--- src/rtl/pci_tgt_pkg.sv ---
package pci_tgt_pkg;
  typedef enum logic [3:0] {
    CMD_IO_RD  = 4'b0010,
    CMD_IO_WR  = 4'b0011,
    CMD_MEM_RD = 4'b0110,
    CMD_MEM_WR = 4'b0111,
    CMD_CFG_RD = 4'b1010,
    CMD_CFG_WR = 4'b1011
  } pci_cmd_e;

  typedef enum logic [1:0] {
    ST_IDLE,
    ST_DATA,
    ST_TURN,
    ST_SKIP
  } tgt_state_e;

  function automatic logic cmd_supported(input logic [3:0] c);
    case (c)
      CMD_IO_RD, CMD_IO_WR, CMD_MEM_RD,
      CMD_MEM_WR, CMD_CFG_RD, CMD_CFG_WR: return 1'b1;
      default:                            return 1'b0;
    endcase
  endfunction
endpackage

--- src/rtl/pci_tgt_decode.sv ---
module pci_tgt_decode
  import pci_tgt_pkg::*;
#(
  parameter int DW = 32
) (
  input  logic [DW-1:0] ad_i,
  input  logic [3:0]    cbe_n_i,
  input  logic [DW-1:0] win_base_i,
  input  logic [DW-1:0] win_mask_i,
  output logic          claim_o,
  output logic          is_write_o
);
  logic win_hit;

  assign win_hit    = ((ad_i & win_mask_i) == win_base_i);
  assign claim_o    = win_hit && cmd_supported(cbe_n_i);
  assign is_write_o = cbe_n_i[0];
endmodule

--- src/rtl/pci_tgt_fsm.sv ---
module pci_tgt_fsm
  import pci_tgt_pkg::*;
#(
  parameter int AW = 16
) (
  input  logic          clk_i,
  input  logic          rst_ni,
  input  logic          frame_n_i,
  input  logic          irdy_n_i,
  input  logic          claim_i,
  input  logic          is_write_i,
  input  logic [AW-1:0] start_addr_i,
  output logic          in_data_o,
  output logic          wr_o,
  output logic          xfer_o,
  output logic [AW-1:0] addr_o
);
  localparam logic [AW-1:0] STEP = AW'(4);

  tgt_state_e    state_q;
  logic [AW-1:0] addr_q;
  logic          wr_q;

  assign in_data_o = (state_q == ST_DATA);
  assign xfer_o    = in_data_o && !irdy_n_i;
  assign wr_o      = wr_q;
  assign addr_o    = addr_q;

  always_ff @(posedge clk_i or negedge rst_ni) begin
    if (!rst_ni) begin
      state_q <= ST_IDLE;
      addr_q  <= '0;
      wr_q    <= 1'b0;
    end else begin
      case (state_q)
        ST_IDLE: if (!frame_n_i) begin
          if (claim_i) begin
            state_q <= ST_DATA;
            addr_q  <= start_addr_i;
            wr_q    <= is_write_i;
          end else begin
            state_q <= ST_SKIP;
          end
        end
        ST_DATA: if (xfer_o) begin
          addr_q <= addr_q + STEP;
          if (frame_n_i) state_q <= ST_TURN;
        end
        ST_TURN: state_q <= ST_IDLE;
        ST_SKIP: if (frame_n_i && irdy_n_i) state_q <= ST_IDLE;
        default: state_q <= ST_IDLE;
      endcase
    end
  end

  p_addr_step_r4: assert property (@(posedge clk_i) disable iff (!rst_ni)
    (xfer_o && !frame_n_i) |=> (addr_q == $past(addr_q) + STEP));
  p_wait_hold_r4: assert property (@(posedge clk_i) disable iff (!rst_ni)
    (in_data_o && irdy_n_i) |=> (in_data_o && $stable(addr_q)));
  p_turnaround_r5: assert property (@(posedge clk_i) disable iff (!rst_ni)
    (xfer_o && frame_n_i) |=> (!in_data_o ##1 !in_data_o));
endmodule

--- src/rtl/pci_tgt_parity.sv ---
module pci_tgt_parity #(
  parameter int DW = 32
) (
  input  logic          clk_i,
  input  logic          rst_ni,
  input  logic [DW-1:0] rd_data_i,
  input  logic          rd_oe_i,
  input  logic [DW-1:0] ad_i,
  input  logic [3:0]    cbe_n_i,
  input  logic          par_i,
  input  logic          wr_xfer_i,
  input  logic          nmi_en_i,
  output logic          par_o,
  output logic          par_oe_o,
  output logic          perr_n_o,
  output logic          nmi_o
);
  logic par_q, par_oe_q;
  logic chk_pend_q, calc_q, perr_q;

  always_ff @(posedge clk_i or negedge rst_ni) begin
    if (!rst_ni) begin
      par_q      <= 1'b0;
      par_oe_q   <= 1'b0;
      chk_pend_q <= 1'b0;
      calc_q     <= 1'b0;
      perr_q     <= 1'b0;
    end else begin
      par_q      <= ^{rd_data_i, cbe_n_i};
      par_oe_q   <= rd_oe_i;
      chk_pend_q <= wr_xfer_i;
      calc_q     <= ^{ad_i, cbe_n_i};
      perr_q     <= chk_pend_q && (calc_q != par_i);
    end
  end

  assign par_o    = par_q;
  assign par_oe_o = par_oe_q;
  assign perr_n_o = !perr_q;
  assign nmi_o    = perr_q && nmi_en_i;

  p_perr_after_write_r8: assert property (@(posedge clk_i) disable iff (!rst_ni)
    !perr_n_o |-> $past(chk_pend_q));
  p_nmi_gate_r9: assert property (@(posedge clk_i) disable iff (!rst_ni)
    nmi_o |-> (!perr_n_o && nmi_en_i));
  p_par_follows_read_r7: assert property (@(posedge clk_i) disable iff (!rst_ni)
    rd_oe_i |=> par_oe_o);
endmodule

--- src/rtl/pci_dram_target.sv ---
module pci_dram_target
  import pci_tgt_pkg::*;
#(
  parameter int AW = 16
) (
  input  logic          clk_i,
  input  logic          rst_ni,
  input  logic          frame_n_i,
  input  logic          irdy_n_i,
  input  logic [31:0]   ad_i,
  input  logic [3:0]    cbe_n_i,
  input  logic          par_i,
  input  logic [31:0]   win_base_i,
  input  logic [31:0]   win_mask_i,
  input  logic          nmi_en_i,
  output logic [31:0]   ad_o,
  output logic          ad_oe_o,
  output logic          devsel_n_o,
  output logic          trdy_n_o,
  output logic          par_o,
  output logic          par_oe_o,
  output logic          perr_n_o,
  output logic          nmi_o,
  output logic [AW-1:0] mem_addr_o,
  output logic [31:0]   mem_wdata_o,
  output logic [3:0]    mem_be_o,
  output logic          mem_we_o,
  input  logic [31:0]   mem_rdata_i
);
  localparam int DW = 32;

  logic claim, is_write, in_data, wr, xfer;

  pci_tgt_decode #(.DW(DW)) u_decode (
    .ad_i       (ad_i),
    .cbe_n_i    (cbe_n_i),
    .win_base_i (win_base_i),
    .win_mask_i (win_mask_i),
    .claim_o    (claim),
    .is_write_o (is_write)
  );

  pci_tgt_fsm #(.AW(AW)) u_fsm (
    .clk_i        (clk_i),
    .rst_ni       (rst_ni),
    .frame_n_i    (frame_n_i),
    .irdy_n_i     (irdy_n_i),
    .claim_i      (claim),
    .is_write_i   (is_write),
    .start_addr_i (ad_i[AW-1:0]),
    .in_data_o    (in_data),
    .wr_o         (wr),
    .xfer_o       (xfer),
    .addr_o       (mem_addr_o)
  );

  assign devsel_n_o  = !in_data;
  assign trdy_n_o    = !in_data;
  assign ad_o        = mem_rdata_i;
  assign ad_oe_o     = in_data && !wr;
  assign mem_we_o    = xfer && wr;
  assign mem_wdata_o = ad_i;
  assign mem_be_o    = ~cbe_n_i;

  pci_tgt_parity #(.DW(DW)) u_parity (
    .clk_i     (clk_i),
    .rst_ni    (rst_ni),
    .rd_data_i (ad_o),
    .rd_oe_i   (ad_oe_o),
    .ad_i      (ad_i),
    .cbe_n_i   (cbe_n_i),
    .par_i     (par_i),
    .wr_xfer_i (mem_we_o),
    .nmi_en_i  (nmi_en_i),
    .par_o     (par_o),
    .par_oe_o  (par_oe_o),
    .perr_n_o  (perr_n_o),
    .nmi_o     (nmi_o)
  );

  p_trdy_in_claim_r1: assert property (@(posedge clk_i) disable iff (!rst_ni)
    !trdy_n_o |-> !devsel_n_o);
  p_we_on_handshake_r3: assert property (@(posedge clk_i) disable iff (!rst_ni)
    mem_we_o |-> (!trdy_n_o && !irdy_n_i));
  p_no_claim_outside_r1: assert property (@(posedge clk_i) disable iff (!rst_ni)
    (devsel_n_o && !frame_n_i && ((ad_i & win_mask_i) != win_base_i)) |=> devsel_n_o);
endmodule

--- config.mk ---
export PLATFORM = sky130hd
export DESIGN_NAME = pci_dram_target
export DESIGN_NICKNAME = d
export VERILOG_FILES = /design/src/rtl/pci_tgt_pkg.sv /design/src/rtl/pci_tgt_decode.sv /design/src/rtl/pci_tgt_fsm.sv /design/src/rtl/pci_tgt_parity.sv /design/src/rtl/pci_dram_target.sv
export SDC_FILE = /design/constraint.sdc
export NUM_CORES = 1
export LEC_CHECK = 0
export BUFFER_PORTS_ARGS = -buffer_cell sky130_fd_sc_hd__buf_2
export CORE_MARGIN = 2
export CORE_UTILIZATION = 40
export DETAILED_ROUTE_END_ITERATION = 16
export HOLD_SLACK_MARGIN = 0.02
export PLACE_DENSITY = 0.77
export SLEW_MARGIN = 25
export SYNTH_ARGS = -nofsm -noshare
export SYNTH_HDL_FRONTEND = slang
export SYNTH_SLANG_ARGS = --single-unit
export TNS_END_PERCENT = 5
--- constraint.sdc ---
create_clock -name clk_i -period 3.8 [get_ports clk_i]
set_input_delay 0.38 -clock clk_i [delete_from_list [all_inputs] [get_ports clk_i]]
set_output_delay 0.38 -clock clk_i [all_outputs]
set_load 0.01 [all_outputs]
==> results of run 1 <==
-- state kept, by name, summed over array words and instances, names as in the netlist --
register,count
u_fsm.wr_o,1
u_parity.calc_q,1
u_fsm.addr_o,16
u_parity.par_oe_o,1
u_fsm.state_q,2
u_parity.perr_q,1
u_parity.par_o,1
u_parity.chk_pend_q,1
-- cell families (layout without fill, tap and decap cells) --
group           Yosys count  count (layout)  share of synthesized area [%]
compound gates           93              93                          19.07
fa+ha+maj                 6               6                          2.335
mux                       4               4                          1.712
flops                    24              24                          18.68
simple gates            118             118                          20.08
xor+xnor                 76              76                          20.70
buf+inv                  81             243                          17.43
-- final cells by class --
cell class,count,share of cell area [%]
Clock inverter,1,0.7423
Tap cell,102,3.155
Clock buffer,3,1.021
Inverter,8,0.7423
Timing Repair Buffer,231,28.70
Sequential cell,24,14.85
Multi-Input combinational cell,297,50.79
-- critical path: stages (launching register included) --
cell and delay (ns):
dfrtp_1 0.54, inv_1 0.20, nor2_1 0.12, buf_4 0.20, clkinv_1 0.07, buf_4 0.22
nor3b_1 0.31, buf_2 0.20
-- placed cells by master, fill, tap and decap left out, types with 4 or more instances in the layout --
| cell | netlist | routed |
|---|---|---|
| a211oi_1 | 7 | 7 |
| a21boi_0 | 5 | 5 |
| a21o_1 | 6 | 6 |
| a21oi_1 | 30 | 30 |
| a31oi_1 | 5 | 5 |
| and2_1 | 4 | 4 |
| and3_1 | 12 | 12 |
| and3b_1 | 5 | 5 |
| buf_2 | 1 | 229 |
| dfrtp_1 | 24 | 24 |
| ha_1 | 6 | 6 |
| inv_1 | 7 | 7 |
| nand2_1 | 30 | 30 |
| nand3_1 | 14 | 14 |
| nand4_1 | 9 | 9 |
| nor2_1 | 14 | 14 |
| nor3_1 | 13 | 13 |
| o211ai_1 | 6 | 6 |
| o21ai_0 | 13 | 13 |
| o22a_1 | 6 | 6 |
| xnor2_1 | 60 | 60 |
| xor2_1 | 16 | 16 |
-- per-stage QoR --
stage                     hold WS [ns]  instances  setup slack (ns)
after global placement          0.3941        662             1.440
after global routing            0.1200        666             1.116
final                          0.08580        666             1.286
after detailed placement        0.4036        662             1.413
after CTS                       0.1053        666             1.289
after floorplan                0.08441        402             1.826
-- worst max path at each step --
stage,startpoint,endpoint,slack (ns),depth (start not counted)
final,u_fsm.state_q[0]$_DFFE_PN0P_,mem_we_o,1.29,7
after global routing,u_fsm.state_q[0]$_DFFE_PN0P_,mem_we_o,1.12,7
after CTS,u_fsm.state_q[0]$_DFFE_PN0P_,mem_we_o,1.29,7
after detailed placement,ad_i[29],u_fsm.addr_o[11]$_DFFE_PN0P_,1.41,8
after global placement,ad_i[29],u_fsm.addr_o[11]$_DFFE_PN0P_,1.44,8
after floorplan,cbe_n_i[2],u_fsm.addr_o[0]$_DFFE_PN0P_,1.83,9
-- per-layer routing --
metal	part of all wire, %	track usage (%)	up-vias
li1	-	-	1684
met4	0.68	3.623	0
met2	53	42.87	138
met3	5.4	1.846	6
met5	0	0	-
met1	41	31.25	1621
-- power by group through the flow --
| stage | clock, mW | sequential [mW] | combinational [mW] |
|---|---|---|---|
| finish | 0.228 | 0.500 | 1.11 |
| global route | 0.240 | 0.517 | 1.23 |
| CTS | 0.232 | 0.496 | 1.11 |
| detailed placement | 0 | 0.502 | 1.11 |
| global placement | 0 | 0.501 | 1.09 |
| floorplan | 0 | 0.479 | 0.778 |
==> results.py, run 1 <==
metrics = {
    "clock_tree": {
        "numCtsBuffers": 3,
        "postCtsSetupRepairBufs": 0,
        "htreeDepth": 1,
        "clk_pin_slew_ns": 0.09,
        "cts_resized": 0,
        "clk_path_buf_depth": 2,
        "cts_sinks": 24,
        "hold_buffers": 0,
        "cts_root_buffer": "clkbuf_8",
        "cts_tree": "yes",
        "clk-insertion-delay-late_ns": 0.27,
    },
    "grt": {
        "grt_max_degree": 29,
        "grt_pass1_wl_um": 16370,
        "globalRouteOverflowTotal": 0,
        "grt_antenna_before_repair": 0,
        "grt_use_total_pct": 23.62,
        "first_global_vias": 3280,
    },
    "placed_design": {
        "io_buffer_count": 229,
        "gp_congestion": 0.8232,
        "dp_hpwl_um": 9288,
        "placed_area_um2": 3974,
    },
    "floorplanning": {
        "dieArea_um2": 8772,
        "core_um2": 7767,
        "rows": 32,
        "fp.dieH_um": 93.66,
        "ios": 230,
        "start_util_pct": 41.40,
        "die_width_um": 93.66,
    },
    "sta": {
        "setup_viol": 0,
        "rsz0062_at_grt": "false",
        "post-route-min-period_ns": 2.514,
        "finalCritPeriodShare_pct": 66.16,
        "drv_slew": 0,
        "worst_pin_slew_ns": 0.5625,
        "slew_headroom_pct": 62.50,
        "fin_worst_skew_ns": 0.004210,
        "finalHoldViolations": 0,
        "max_freq_mhz": 397.8,
        "fin_setup_tns_ns": 0,
    },
    "setup_path": {
        "critical_path_class": "reg -> out",
        "r2r_slack_ns": 1.64,
        "timing.rr.end": "u_fsm.addr_o[12]$_DFFE_PN0P_",
        "cp-start-kind": "flop",
        "cp_max_fo": 28,
        "required_ns": 3.42,
        "r2r-start": "u_fsm.addr_o[2]$_DFFE_PN0P_",
        "critPathCaptureType": "output pin",
        "r2r_cells": 6,
        "arrival_ns": 2.13,
    },
    "logic_synthesis": {
        "syn_nets": 546,
        "synth_area_leaders": "dfrtp_1 19%, xnor2_1 16%, buf_4 15%",
        "seq_area_frac_synth_pct": 18.68,
        "syn-cell-area_um2": 3216,
        "synth_top_area_cell": "dfrtp_1",
        "synth_edf_count": 0,
        "ys_ff_latch": 24,
        "ys_warn_count": 0,
        "synthCells": 402,
        "yosys.area.top_type_share_pct": 18.68,
        "avgSynthCellArea_um2": 7.999,
        "synth_commonest_cells": "66 x buf_4, 60 x xnor2_1, 30 x a21oi_1, 30 x nand2_1, 24 x dfrtp_1",
        "yosysMostFrequentCell": "buf_4",
        "ys_async_sr_fraction_pct": 100.0,
        "yosysUniqueCellTypes": 52,
        "synthFlopType": "dfrtp_1",
    },
    "power": {
        "p_sw_share_pct": 46.50,
        "p_clk_share_pct": 12.4,
        "p_switching_mw": 0.8531,
        "seqPwrFrac_pct": 27.2,
        "ir_drop_v": 0.0001666,
        "power.density_nw_per_um2": 453.5,
        "p_int_mw": 0.9816,
        "total_power_mw": 1.835,
        "leakage_nw": 2.048,
        "p_comb_share_pct": 60.4,
    },
    "finish": {
        "regArea_um2": 600.6,
        "fin_nets": 709,
        "n_antenna_cell": 0,
        "multi_input_area_um2": 2054,
        "n_fill_cell": 796,
        "synthToLayoutAreaGrowth_pct": 25.80,
        "postLayoutCoreUtil_pct": 52.08,
        "drive_gt1_share_pct": 43.62,
        "fin_area_um2": 4045,
    },
    "drt": {
        "route.detailed.wl_per_inst_um": 16.35,
        "ant_nets": 0,
        "drc": 0,
        "first_pass_iters": 4,
        "wl_um": 10890,
        "drt_first_iter_violations": 167,
        "routed-via-count": 3449,
        "viasPerCell": 5.179,
    },
    "worst_hold_path": {
        "hold_class": "in -> async",
    },
    "run_status": {
        "status": "completed",
    },
    "run": {
        "max_cap_viol_count": 0,
    },
}
No activity file was read; power rests on OpenSTA's default activity.
==> run 2, diff against run 1 <==
--- a/config.mk
+++ b/config.mk
@@ -5,12 +5,13 @@
 export SDC_FILE = /design/constraint.sdc
 export NUM_CORES = 1
 export LEC_CHECK = 0
+export ABC_AREA = 1
 export BUFFER_PORTS_ARGS = -buffer_cell sky130_fd_sc_hd__buf_2
 export CORE_MARGIN = 2
 export CORE_UTILIZATION = 40
 export DETAILED_ROUTE_END_ITERATION = 16
 export HOLD_SLACK_MARGIN = 0.02
-export PLACE_DENSITY = 0.77
+export PLACE_DENSITY = 0.72
 export SLEW_MARGIN = 25
 export SYNTH_ARGS = -nofsm -noshare
 export SYNTH_HDL_FRONTEND = slang
==> constraint.sdc (replaced) <==
create_clock -name clk_i -period 2.4 [get_ports clk_i]
set_input_delay 0.24 -clock clk_i [delete_from_list [all_inputs] [get_ports clk_i]]
set_output_delay 0.24 -clock clk_i [all_outputs]
set_load 0.01 [all_outputs]
==> run 2 against run 1 <==
Against the previous run: clock power grew 56%; final area increased by 18%; area after synthesis rose by 21%; critical path type unchanged; die area increased by 20%; sequential power up 52%; synthesized cell count up 67%; non-clock buffer count rose by 1.
==> results.py, run 2 <==
metrics = {
    "run_status": {
        "status": "completed",
    },
    "setup_path": {
        "crit_end": "devsel_n_o",
        "critPathCaptureType": "output pin",
        "required_ns": 2.16,
        "timing.rr.end": "u_fsm.addr_o[14]$_DFFE_PN0P_",
        "arrival_ns": 1.58,
        "cp-start-kind": "flop",
        "r2r_slack_ns": 0.60,
        "r2r_cells": 9,
        "cp_max_fo": 23,
        "r2r-start": "u_fsm.addr_o[2]$_DFFE_PN0P_",
        "startpoint": "u_fsm.state_q[1]$_DFFE_PN0P_",
        "critical_path_class": "reg -> out",
    },
    "logic_synthesis": {
        "yosysUniqueCellTypes": 31,
        "ys_ff_latch": 24,
        "yosys.area.top_type_share_pct": 27.40,
        "synth_top_area_cell": "nand2_1",
        "synth_commonest_cells": "285 x nand2_1, 66 x buf_4, 54 x nand3_1, 49 x nor2_1, 48 x inv_1",
        "synth_area_leaders": "nand2_1 27%, dfrtp_1 15%, buf_4 13%",
        "syn_nets": 815,
        "seq_area_frac_synth_pct": 15.38,
        "synth_edf_count": 0,
        "synthCells": 671,
        "avgSynthCellArea_um2": 5.818,
        "yosysMostFrequentCell": "nand2_1",
        "syn-cell-area_um2": 3904,
        "ys_warn_count": 0,
        "ys_async_sr_fraction_pct": 100.0,
        "synthFlopType": "dfrtp_1",
    },
    "sta": {
        "setup_viol": 0,
        "finalCritPeriodShare_pct": 75.64,
        "max_freq_mhz": 550.8,
        "drv_slew": 0,
        "fin_setup_tns_ns": 0,
        "finalHoldViolations": 0,
        "slew_headroom_pct": 63.68,
        "fin_worst_skew_ns": 0.01156,
        "rsz0062_at_grt": "false",
        "post-route-min-period_ns": 1.815,
        "worst_pin_slew_ns": 0.5448,
    },
    "placed_design": {
        "gp_congestion": 0.9476,
        "dp_hpwl_um": 9847,
        "io_buffer_count": 229,
    },
    "floorplanning": {
        "start_util_pct": 40.50,
        "fp.dieH_um": 102.8,
        "die_width_um": 102.8,
        "rows": 36,
        "ios": 230,
        "dieArea_um2": 10570,
        "core_um2": 9639,
    },
    "drt": {
        "routed-via-count": 4514,
        "viasPerCell": 4.654,
        "drt_first_iter_violations": 154,
        "first_pass_iters": 7,
        "drc": 0,
        "ant_nets": 0,
        "route.detailed.wl_per_inst_um": 11.90,
        "wl_um": 11540,
    },
    "finish": {
        "n_antenna_cell": 0,
        "layout_common_cells": "285 x nand2_1, 229 x buf_2, 54 x nand3_1",
        "n_fill_cell": 1071,
        "drive_gt1_share_pct": 29.51,
        "synthToLayoutAreaGrowth_pct": 22.79,
        "largest_reg_flops": 16,
        "fin_nets": 982,
        "final_common_cell": "nand2_1",
    },
    "grt": {
        "grt_pass1_wl_um": 18100,
        "first_global_vias": 3875,
        "grt_max_degree": 25,
        "globalRouteOverflowTotal": 0,
        "grt_use_total_pct": 21.46,
        "grt_antenna_before_repair": 0,
    },
    "worst_hold_path": {
        "hold_class": "in -> reg",
        "min_path_cells": 2,
    },
    "clock_tree": {
        "cts_resized": 0,
        "cts_sinks": 24,
        "cts_tree": "yes",
        "htreeDepth": 1,
        "numCtsBuffers": 3,
        "clk-insertion-delay-late_ns": 0.27,
        "clk_pin_slew_ns": 0.08,
        "clk_path_buf_depth": 2,
        "hold_buffers": 1,
        "cts_root_buffer": "clkbuf_8",
        "postCtsSetupRepairBufs": 0,
    },
    "power": {
        "ir_drop_v": 0.0003313,
        "leakage_nw": 2.866,
        "power.density_nw_per_um2": 607.5,
        "total_power_mw": 2.912,
    },
    "run": {
        "max_cap_viol_count": 0,
    },
}
## run 2: cell types whose count changed after synthesis, moves of 12 or more
cell     change
inv_1       +41
nor2_1      +35
a21oi_1     -22
xor2_1      +14
xnor2_1     -20
nand2_1    +255
nand3_1     +40
and3_1      -12
## run 2: cell type report
cell class / count / area [um2] / share of cell area (%)
multi-input combinational: 522 / 2577 / 53.77
timing repair buffer: 232 / 1171 / 24.43
sequential: 24 / 600.6 / 12.53
inverter: 55 / 206.4 / 4.307
tap: 133 / 166.4 / 3.472
clock buffer: 3 / 41.29 / 0.8614
clock inverter: 1 / 30.03 / 0.6265
## run 2: worst min-delay path by stage
stage	from	end	slack, ns
3_5_place_dp	rst_ni	u_fsm.addr_o[13]$_DFFE_PN0P_	0.26
2_1_floorplan	rst_ni	u_fsm.addr_o[0]$_DFFE_PN0P_	-0.06
4_1_cts	par_i	u_parity.perr_q$_DFF_PN0_	0.15
6_report	par_i	u_parity.perr_q$_DFF_PN0_	0.16
5_1_grt	par_i	u_parity.perr_q$_DFF_PN0_	0.14
3_3_place_gp	rst_ni	u_fsm.addr_o[13]$_DFFE_PN0P_	0.27
## run 2: per-layer routing
layer  part of all wire [%]  track usage (%)  vias to the layer above
met1                     45            29.77                     1940
met4                   0.91            2.227                        0
li1                       -                -                     2357
met5                      0                0                        -
met2                     46            36.85                      207
met3                    8.7            2.983                       10
## run 2: cell families (layout without fill, tap and decap cells)
logic type / Yosys count / count (layout) / synth area share [%]
adders and majority gates: 6 / 6 / 1.923
and+or+nand+nor: 417 / 417 / 44.33
xor gates and xnor gates: 70 / 70 / 15.71
AOI/OAI and AO/OA: 29 / 29 / 4.070
buffers and inverters: 125 / 291 / 18.59
DFF: 24 / 24 / 15.38
## run 2: critical path, stage by stage, from the launching register on
cell and delay [ns]:
dfrtp_1 0.44, nor2_2 0.32, inv_2 0.14, buf_4 0.24
buf_2 0.16
## run 2: where the power goes
group	leakage (nW)	total [mW]	switching (mW)	internal (mW)
clock network	0.0357	0.356	0.133	0.223
registers	0.306	0.761	0.199	0.563
logic	2.52	1.79	1.11	0.688
## run 2: through the flow
stage / std cells / utilization [%] / hold slack (ns) / cell area, um2 / setup slack (ns)
after floorplan: 671 / - / -0.05559 / 3904 / 0.7587
after CTS: 970 / 49.73 / 0.1455 / 4793 / 0.5442
final: 970 / 49.73 / 0.1577 / 4793 / 0.5846
after global routing: 970 / 49.73 / 0.1418 / 4793 / 0.3461
after global placement: 965 / 48.88 / 0.2650 / 4712 / 0.5564
after detailed placement: 965 / 48.88 / 0.2613 / 4712 / 0.5288
==> run 3, diff against run 2 <==
--- a/config.mk
+++ b/config.mk
@@ -11,7 +11,7 @@
 export CORE_UTILIZATION = 40
 export DETAILED_ROUTE_END_ITERATION = 16
 export HOLD_SLACK_MARGIN = 0.02
-export PLACE_DENSITY = 0.72
+export PLACE_DENSITY = 0.75
 export SLEW_MARGIN = 25
 export SYNTH_ARGS = -nofsm -noshare
 export SYNTH_HDL_FRONTEND = slang
==> constraint.sdc (replaced) <==
create_clock -name clk_i -period 1.6 [get_ports clk_i]
set_input_delay 0.16 -clock clk_i [delete_from_list [all_inputs] [get_ports clk_i]]
set_output_delay 0.16 -clock clk_i [all_outputs]
set_load 0.01 [all_outputs]
==> run 3 against run 2 <==
Against the previous run: flip-flop and latch count is the same; clock power grew 16%; wire length grew 2.0%; sequential power grew 42%; critical endpoint is now u_fsm.addr_o[8]$_DFFE_PN0P_; largest cell class unchanged; highest routed layer unchanged.
==> results.py, run 3 (synthesis results as in run 2) <==
metrics = {
    "grt": {
        "grt_antenna_before_repair": 0,
        "grt_use_total_pct": 21.44,
        "grt_pass1_wl_um": 18110,
        "globalRouteOverflowTotal": 0,
        "grt_max_degree": 29,
        "first_global_vias": 4090,
    },
    "finish": {
        "layout_common_cells": "283 x nand2_1, 229 x buf_2, 53 x nand3_1",
        "drive_gt1_share_pct": 33.52,
        "fin_nets": 1016,
        "final_common_cell": "nand2_1",
        "fin_area_um2": 5076,
        "synthToLayoutAreaGrowth_pct": 30.03,
        "largest_reg_flops": 16,
        "n_antenna_cell": 0,
    },
    "drt": {
        "ant_nets": 0,
        "drt_first_iter_violations": 197,
        "routed-via-count": 4700,
        "viasPerCell": 4.681,
        "route.detailed.wl_per_inst_um": 11.72,
        "drc": 0,
        "first_pass_iters": 5,
        "wl_um": 11770,
    },
    "sta": {
        "slew_headroom_pct": 62.62,
        "worst_pin_slew_ns": 0.5607,
        "finalCritPeriodShare_pct": 93.65,
        "rsz0062_at_grt": "false",
        "post-route-min-period_ns": 1.498,
        "drv_slew": 0,
        "max_freq_mhz": 667.4,
        "setup_viol": 0,
        "finalHoldViolations": 0,
        "fin_worst_skew_ns": 0.007331,
        "fin_setup_tns_ns": 0,
        "setup_ws_ns": 0.1016,
    },
    "clock_tree": {
        "cts_sinks": 24,
        "cts_root_buffer": "clkbuf_8",
        "clk_pin_slew_ns": 0.09,
        "clk_path_buf_depth": 2,
        "clk-insertion-delay-late_ns": 0.27,
        "numCtsBuffers": 3,
        "htreeDepth": 1,
        "cts_tree": "yes",
    },
    "floorplanning": {
        "die_width_um": 102.8,
        "core_um2": 9639,
        "fp.dieH_um": 102.8,
        "dieArea_um2": 10570,
        "rows": 36,
        "start_util_pct": 40.50,
        "ios": 230,
    },
    "placed_design": {
        "dp_hpwl_um": 10160,
        "io_buffer_count": 229,
        "gp_congestion": 0.8737,
        "dp_slack_ns": -0.1167,
        "placed_area_um2": 4945,
    },
    "power": {
        "ir_drop_v": 0.0004366,
        "total_power_mw": 4.583,
        "power.density_nw_per_um2": 902.9,
        "leakage_nw": 3.026,
    },
    "setup_path": {
        "cp_max_fo": 4,
        "cp-start-kind": "flop",
        "required_ns": 1.81,
        "critPathCaptureType": "flop",
        "arrival_ns": 1.71,
        "r2r_slack_ns": 0.10,
        "critical_path_class": "reg -> reg",
    },
    "run_status": {
        "status": "completed",
    },
    "run": {
        "max_cap_viol_count": 0,
    },
    "worst_hold_path": {
        "hold_class": "in -> reg",
    },
}
==> run 3: cell count changes in the layout (fill, tap and decap cells not counted), moves of 2 or more <==
cell	before	now
buf_4	2	35
nor2_1	49	44
nor2_4	1	4
dfrtp_1	24	22
dfrtp_2	0	2
nand2_1	285	283
nand2_2	1	3
nor2_2	2	4
==> run 3: through the flow <==
stage / std cells / hold WS [ns] / utilization [%]
global placement: 996 / 0.1791 / 51.30
floorplan: 671 / -0.1356 / -
finish: 1004 / 0.07134 / 52.66
global route: 1004 / 0.07332 / 52.66
CTS: 1002 / 0.06667 / 52.08
detailed placement: 996 / 0.1831 / 51.30
==> run 3: power by group <==
| group | leakage [nW] | total [mW] | switching [mW] | internal (mW) |
|---|---|---|---|---|
| clock network | 0.0288 | 0.414 | 0.195 | 0.220 |
| logic | 2.69 | 3.09 | 1.80 | 1.29 |
| registers | 0.304 | 1.08 | 0.229 | 0.850 |
| total | 3.03 | 4.58 | 2.22 | 2.36 |
==> run 3: timing repair <==
action	CTS	global route
cloned	0	0
hold endpoints to repair	24	0
pin swaps	0	2
endpoints found under the setup margin	4	11
resized for setup	1	14
hold buffers	1	0
buffers inserted	1	2
==> run 3: worst max-delay path, stage by stage, from the launching register on <==
cell     delay [ns]
dfrtp_1        0.39
ha_1           0.20
nand2_1        0.08
nor2_2         0.10
buf_4          0.14
nand3_1        0.07
xor2_1         0.15
o21ai_0        0.15
nand3_1        0.09
nand2_1        0.06
==> run 3: routing by layer <==
layer / routed length (um) / vias up / part of all wire (%) / global-route usage [%]
met2: 5635 / 201 / 48 / 39.17
met5: 0 / - / 0 / 0
met1: 5031 / 2065 / 43 / 27.55
met4: 66 / 0 / 0.56 / 1.518
met3: 1035 / 8 / 8.8 / 3.864
li1: - / 2426 / - / -
==> run 3: cell type report <==
cell class	count	area (um2)
Fill cell	1055	4563
Multi-Input combinational cell	522	2615
Timing Repair Buffer	266	1430
Sequential cell	24	603.1
Inverter	55	206.4
Tap cell	133	166.4
Clock buffer	4	55.05
==> run 3: worst paths after layout <==
check	start	to	cells after the start
worst max-delay path	u_fsm.addr_o[2]$_DFFE_PN0P_	u_fsm.addr_o[8]$_DFFE_PN0P_	9
worst min-delay path	par_i	u_parity.perr_q$_DFF_PN0_	2
worst max register to register	u_fsm.addr_o[2]$_DFFE_PN0P_	u_fsm.addr_o[8]$_DFFE_PN0P_	9
worst min register to register	u_parity.calc_q$_DFF_PN0_	u_parity.perr_q$_DFF_PN0_	1
max in group asynchronous	rst_ni	u_fsm.addr_o[4]$_DFFE_PN0P_	2
min in group asynchronous	rst_ni	u_fsm.addr_o[9]$_DFFE_PN0P_	2
